**config.mk**
```make
export PLATFORM = sky130hd
export DESIGN_NAME = intr_cause_ctrl
export DESIGN_NICKNAME = d
export VERILOG_FILES = /design/src/rtl/icc_pkg.sv /design/src/rtl/icc_cause_reg.sv /design/src/rtl/icc_mask_reg.sv /design/src/rtl/icc_irq_gen.sv /design/src/rtl/intr_cause_ctrl.sv
export SDC_FILE = /design/constraint.sdc
export NUM_CORES = 1
export LEC_CHECK = 0
export BUFFER_PORTS_ARGS = -buffer_cell sky130_fd_sc_hd__buf_2
export CAP_MARGIN = 20
export CORE_MARGIN = 2
export CORE_UTILIZATION = 52
export CTS_CLUSTER_DIAMETER = 40
export DETAILED_ROUTE_END_ITERATION = 8
export PLACE_DENSITY = 0.87
export SYNTH_ARGS = -nofsm -noshare
export SYNTH_HDL_FRONTEND = slang
export SYNTH_SLANG_ARGS = --single-unit
```
**constraint.sdc**
```tcl
create_clock -name clk -period 1.8 [get_ports clk]
set_clock_uncertainty 0.05 [all_clocks]
set_input_delay 0.18 -clock clk [delete_from_list [all_inputs] [get_ports clk]]
set_output_delay 0.18 -clock clk [all_outputs]
set_load 0.01 [all_outputs]
```
**src/rtl/icc_pkg.sv**
```systemverilog
package icc_pkg;

  localparam int TX_BASE = 8;
  localparam int TMR_BIT = 30;
  localparam int LEG_BIT = 31;

  typedef enum logic [2:0] {
    A_CAUSE = 3'd0,
    A_CSET  = 3'd1,
    A_MSET  = 3'd2,
    A_MCLR  = 3'd3,
    A_ACEN  = 3'd4
  } icc_addr_e;

  // Mask of implemented cause bits for a given queue count.
  function automatic logic [31:0] valid_bits(input int nrx, input int ntx);
    logic [31:0] v;
    v = '0;
    for (int i = 0; i < nrx; i++) v[i] = 1'b1;
    for (int i = 0; i < ntx; i++) v[TX_BASE+i] = 1'b1;
    v[TMR_BIT] = 1'b1;
    v[LEG_BIT] = 1'b1;
    return v;
  endfunction

endpackage

```
**src/rtl/icc_cause_reg.sv**
```systemverilog
module icc_cause_reg #(
  parameter logic [31:0] VALID = 32'hFFFF_FFFF
) (
  input  logic        clk,
  input  logic        rst_n,
  input  logic [31:0] hw_set,
  input  logic [31:0] sw_set,
  input  logic [31:0] clr,
  output logic [31:0] cause_q
);

  for (genvar b = 0; b < 32; b++) begin : g_bit
    if (VALID[b]) begin : g_impl
      logic bit_d;
      logic bit_q;
      // set sources override any clear in the same cycle
      always_comb begin
        bit_d = (bit_q & ~clr[b]) | sw_set[b] | hw_set[b];
      end
      always_ff @(posedge clk or negedge rst_n) begin
        if (!rst_n) bit_q <= 1'b0;
        else        bit_q <= bit_d;
      end
      assign cause_q[b] = bit_q;
    end else begin : g_rsvd
      assign cause_q[b] = 1'b0;
    end
  end

endmodule

```
**src/rtl/icc_mask_reg.sv**
```systemverilog
module icc_mask_reg #(
  parameter logic [31:0] VALID = 32'hFFFF_FFFF
) (
  input  logic        clk,
  input  logic        rst_n,
  input  logic        mset_we,
  input  logic        mclr_we,
  input  logic        acen_we,
  input  logic [31:0] wdata,
  output logic [31:0] mask_q,
  output logic [31:0] acen_q
);

  logic [31:0] mask_d;
  logic [31:0] acen_d;
  logic        mask_en;

  always_comb begin
    mask_d = mask_q;
    if (mset_we) mask_d = mask_d | (wdata & VALID);
    if (mclr_we) mask_d = mask_d & ~wdata;
    acen_d  = wdata & VALID;
    mask_en = mset_we | mclr_we;
  end

  always_ff @(posedge clk or negedge rst_n) begin
    if (!rst_n) begin
      mask_q <= '0;
    end else if (mask_en) begin
      mask_q <= mask_d;
    end
  end

  always_ff @(posedge clk or negedge rst_n) begin
    if (!rst_n) begin
      acen_q <= '0;
    end else if (acen_we) begin
      acen_q <= acen_d;
    end
  end

endmodule

```
**src/rtl/icc_irq_gen.sv**
```systemverilog
module icc_irq_gen (
  input  logic        clk,
  input  logic        rst_n,
  input  logic [31:0] cause_q,
  input  logic [31:0] mask_q,
  output logic        irq,
  output logic        ac_fire
);

  logic irq_d;
  logic irq_q;
  logic seen_q;

  always_comb begin
    irq_d = |(cause_q & mask_q);
  end

  always_ff @(posedge clk or negedge rst_n) begin
    if (!rst_n) begin
      irq_q  <= 1'b0;
      seen_q <= 1'b0;
    end else begin
      irq_q  <= irq_d;
      seen_q <= irq_q;
    end
  end

  assign irq     = irq_q;
  assign ac_fire = irq_q & ~seen_q;

endmodule

```
**src/rtl/intr_cause_ctrl.sv**
```systemverilog
module intr_cause_ctrl #(
  parameter int NUM_RXQ = 4,
  parameter int NUM_TXQ = 4
) (
  input  logic               clk,
  input  logic               rst_n,
  input  logic               reg_wr,
  input  logic               reg_rd,
  input  logic [2:0]         reg_addr,
  input  logic [31:0]        reg_wdata,
  output logic [31:0]        reg_rdata,
  input  logic [NUM_RXQ-1:0] rx_evt,
  input  logic [NUM_TXQ-1:0] tx_evt,
  input  logic               tmr_evt,
  input  logic               legacy_active,
  output logic               irq
);
  import icc_pkg::*;

  localparam logic [31:0] VALID  = valid_bits(NUM_RXQ, NUM_TXQ);
  localparam logic [31:0] SW_SET = VALID & ~(32'h1 << LEG_BIT);

  logic [31:0] hw_evt;
  logic [31:0] sw_set;
  logic [31:0] clr;
  logic [31:0] cause_q;
  logic [31:0] mask_q;
  logic [31:0] acen_q;
  logic        ac_fire;
  logic        wr_cause, wr_cset, wr_mset, wr_mclr, wr_acen, rd_cause;
  logic [31:0] rd_mux;
  logic [31:0] rdata_d;
  logic [31:0] rdata_q;

  always_comb begin
    hw_evt = '0;
    for (int i = 0; i < NUM_RXQ; i++) hw_evt[i] = rx_evt[i];
    for (int i = 0; i < NUM_TXQ; i++) hw_evt[TX_BASE+i] = tx_evt[i];
    hw_evt[TMR_BIT] = tmr_evt;
    hw_evt[LEG_BIT] = legacy_active;
  end

  always_comb begin
    wr_cause = reg_wr && (reg_addr == A_CAUSE);
    wr_cset  = reg_wr && (reg_addr == A_CSET);
    wr_mset  = reg_wr && (reg_addr == A_MSET);
    wr_mclr  = reg_wr && (reg_addr == A_MCLR);
    wr_acen  = reg_wr && (reg_addr == A_ACEN);
    rd_cause = reg_rd && (reg_addr == A_CAUSE);
  end

  always_comb begin
    sw_set = wr_cset ? (reg_wdata & SW_SET) : '0;
    clr    = '0;
    if (wr_cause) clr = clr | reg_wdata;
    if (rd_cause) clr = clr | 32'hFFFF_FFFF;
    if (ac_fire)  clr = clr | acen_q;
  end

  icc_cause_reg #(.VALID(VALID)) u_cause (
    .clk     (clk),
    .rst_n   (rst_n),
    .hw_set  (hw_evt & VALID),
    .sw_set  (sw_set),
    .clr     (clr),
    .cause_q (cause_q)
  );

  icc_mask_reg #(.VALID(VALID)) u_mask (
    .clk     (clk),
    .rst_n   (rst_n),
    .mset_we (wr_mset),
    .mclr_we (wr_mclr),
    .acen_we (wr_acen),
    .wdata   (reg_wdata),
    .mask_q  (mask_q),
    .acen_q  (acen_q)
  );

  icc_irq_gen u_irq (
    .clk     (clk),
    .rst_n   (rst_n),
    .cause_q (cause_q),
    .mask_q  (mask_q),
    .irq     (irq),
    .ac_fire (ac_fire)
  );

  always_comb begin
    unique case (reg_addr)
      A_CAUSE: rd_mux = cause_q;
      A_MSET:  rd_mux = mask_q;
      A_ACEN:  rd_mux = acen_q;
      default: rd_mux = '0;
    endcase
    rdata_d = reg_rd ? rd_mux : '0;
  end

  always_ff @(posedge clk or negedge rst_n) begin
    if (!rst_n) rdata_q <= '0;
    else        rdata_q <= rdata_d;
  end

  assign reg_rdata = rdata_q;

endmodule

```
==> impl_metrics.csv <==
group,metric,value,unit
logic_synthesis,synth_seq_cells,86,
sta,fin_crit,1.30,ns
drt,drc,0,
global_routing,grt_pass1_wl,12900,µm
flow_run,drv_cap,0,
clock_tree,cts-root-buf,"clkbuf_8",
logic_synthesis,synth_warnings,0,
final_layout,final_common_cell,"dfrtp_1",
placement,numPortBuffers,81,
clock_tree,cts_buffers,9,
final_layout,fin_nets,429,
sta,slew_headroom,68.4,%
logic_synthesis,synth.cell_area,3340,µm²
logic_synthesis,synth.distinct_cells,31,
logic_synthesis,syn_nets,298,
critical_path,cp_data_required_time,2.04,ns
clock_tree,cts_tree,"yes",
sta,max_freq,771,MHz
sta,final_hold_viol_count,0,
global_routing,overflow,0,
floorplan,die_area,7080,µm²
logic_synthesis,netlist_instances,249,
clock_tree,clk_pin_slew,0.08,ns
final_layout,final_cells,461,
floorplan,rows,29,
global_routing,track_usage,23.6,%
drt,viasPerCell,5.57,
clock_tree,clock_tree.buffer_depth,2,
critical_path,path_class,"flip-flop to flip-flop",
drt,ant_nets,0,
drt,routedWlPerCell,16.8,µm
critical_path,critPathCaptureType,"flip-flop",
logic_synthesis,syn_avg_cell_area,13.4,µm²
power_and_ir_drop,p_leak,2.23,nW
logic_synthesis,yosysSeqAreaShare,64.4,%
power_and_ir_drop,cellPowerDensity,911,nW/µm²
final_layout,n_antenna_cell,0,
floorplan,initial_core_util,53.2,%
critical_path,worst_setup_path_start_kind,"flip-flop",
floorplan,fp.coreArea,6280,µm²
placement,place_congestion,0.822,
clock_tree,h-tree-depth,3,
floorplan,die_h,84.1,µm
floorplan,fp.dieW,84.1,µm
drt,postRouteWirelength,7720,µm
final_layout,final_cell_mix,"dfrtp_1, buf_2, dlygate4sd3_1",
placement,hpwl,4920,µm
global_routing,grt_max_degree,87,
sta,fin_crit_sh,72.0,%
clock_tree,clk_latency,0.36,ns
drt,first_pass_iters,4,
sta,grt_setup_unrepaired,"no",
final_layout,n_fill_cell,412,
critical_path,cp.arrival,1.54,ns
placement,placedCellCount,406,
final_layout,areaGrowthSynthToFinish,35.6,%
outcome,status,"finished, final reports clean",
global_routing,antenna_found_initial,0,
sta,setup-violations-final,0,
power_and_ir_drop,ir_drop,621,µV
floorplan,ioPinCount,82,
final_layout,drive_gt1_share,31.3,%
clock_tree,cts_setup_buffers,0,
global_routing,grt_pass1_vias,2680,
sta,timing.final.max_slew_violations,0,
drt,vias,2566,
min_path,hold_path_class,"primary input to flip-flop",
clock_tree,numClockSinks,86,
sta,tightest_slew,0.473,ns
sta,tns,0,ns
critical_path,critPathMaxFanout,10,
drt,drtIter0Drc,258,
-- layout make-up --
| cell class | count | area, µm² | share of cell area [%] |
|---|---|---|---|
| Multi-Input combinational cell | 148 | 1120 | 24.8 |
| Sequential cell | 86 | 2150 | 47.5 |
| Clock buffer | 9 | 124 | 2.74 |
| Tap cell | 77 | 96.3 | 2.13 |
| Clock inverter | 6 | 95.1 | 2.10 |
| Timing Repair Buffer | 135 | 938 | 20.7 |
-- layer usage --
metal  wire length [µm]  vias to the layer above  GRT usage [%]  part of all wire (%)
li1                   -                     1167              -                     -
met1               3080                     1267           30.4                    40
met2               3790                      104           36.7                    49
met3                532                       28           5.11                   6.9
met4                321                        0           14.7                   4.2
met5                  0                        -              0                     0
-- worst max-delay path, cell delays in order (launching register included) --
cell and delay (ns):
dfrtp_1 0.39, nor2b_1 0.13, buf_4 0.17, a221oi_1 0.29
a221o_1 0.21
-- through the flow --
stage / total power, mW / area [µm²] / hold slack [ns] / utilization [%] / setup slack [ns]
2_1_floorplan: 2.40 / 3340 / -0.166 / - / 0.376
3_3_place_gp: 2.58 / 3910 / 0.195 / 62.2 / 0.326
3_5_place_dp: 2.60 / 3910 / 0.194 / 62.2 / 0.276
4_1_cts: 4.14 / 4530 / 0.00413 / 72.1 / 0.501
5_1_grt: 4.30 / 4530 / 0.0372 / 72.1 / 0.435
6_report: 4.12 / 4530 / 0.0174 / 72.1 / 0.504
-- power by group --
group / internal, mW / switching (mW) / leakage (nW) / total (mW)
Clock: 0.788 / 0.697 / 0.104 / 1.48
Sequential: 2.06 / 0.100 / 1.10 / 2.16
Combinational: 0.257 / 0.226 / 1.02 / 0.483
Total: 3.10 / 1.02 / 2.23 / 4.12
-- cells by family (layout without fill, tap and decap cells) --
group,Yosys count,count (layout),share of synthesized area (%)
AOI/OAI and AO/OA,77,77,16.8
muxes,20,20,6.37
DFF,86,86,64.4
and+or+nand+nor,51,51,10.2
buffers and inverters,15,150,2.14
-- repair_timing --
item | in CTS | in global routing
hold endpoints to repair | 125 | 0
hold buffers | 40 | 0
resized for setup | 0 | 0
-- path summary, 6_finish.rpt --
kind / from / end / slack, ns / cells after the start
setup / recovery: u_irq.irq / u_cause.g_bit[11].g_impl.bit_q / 0.50 / 4
hold / removal: reg_wdata[10] / flip-flop / 0.02 / 2
setup reg to reg: u_irq.irq / u_cause.g_bit[11].g_impl.bit_q / 0.50 / 4
hold reg to reg: u_irq.irq / u_irq.seen_q / 0.34 / 0
max in group asynchronous: rst_n / u_mask.mask_q[7] / 1.03 / 3
min in group asynchronous: rst_n / u_cause.g_bit[31].g_impl.bit_q / 0.34 / 3
-- cell usage after synthesis --
master | instances | area share [%]
a21boi_0 | 2 | 0.45
a21boi_1 | 20 | 4.5
a21o_1 | 1 | 0.22
a21oi_1 | 26 | 3.9
a221o_1 | 9 | 2.7
a221oi_1 | 10 | 2.6
a221oi_2 | 1 | 0.45
a22o_1 | 1 | 0.26
a22oi_1 | 3 | 0.67
a2bb2oi_1 | 4 | 1.0
and2_1 | 22 | 4.1
and4b_1 | 1 | 0.30
and4bb_1 | 1 | 0.37
buf_1 | 3 | 0.34
buf_2 | 3 | 0.45
buf_4 | 1 | 0.22
buf_6 | 1 | 0.34
clkbuf_1 | 7 | 0.79
dfrtp_1 | 86 | 64
mux2_1 | 4 | 1.3
mux2_2 | 6 | 2.0
mux2i_1 | 10 | 3.0
nand2_1 | 8 | 0.90
nand3b_1 | 1 | 0.22
nand4_1 | 1 | 0.19
nor2_1 | 4 | 0.45
nor2b_1 | 2 | 0.37
nor3_1 | 1 | 0.15
nor4b_4 | 2 | 1.4
nor4bb_1 | 2 | 0.60
or2_0 | 6 | 1.1
No activity file was read; power rests on OpenSTA's default activity.
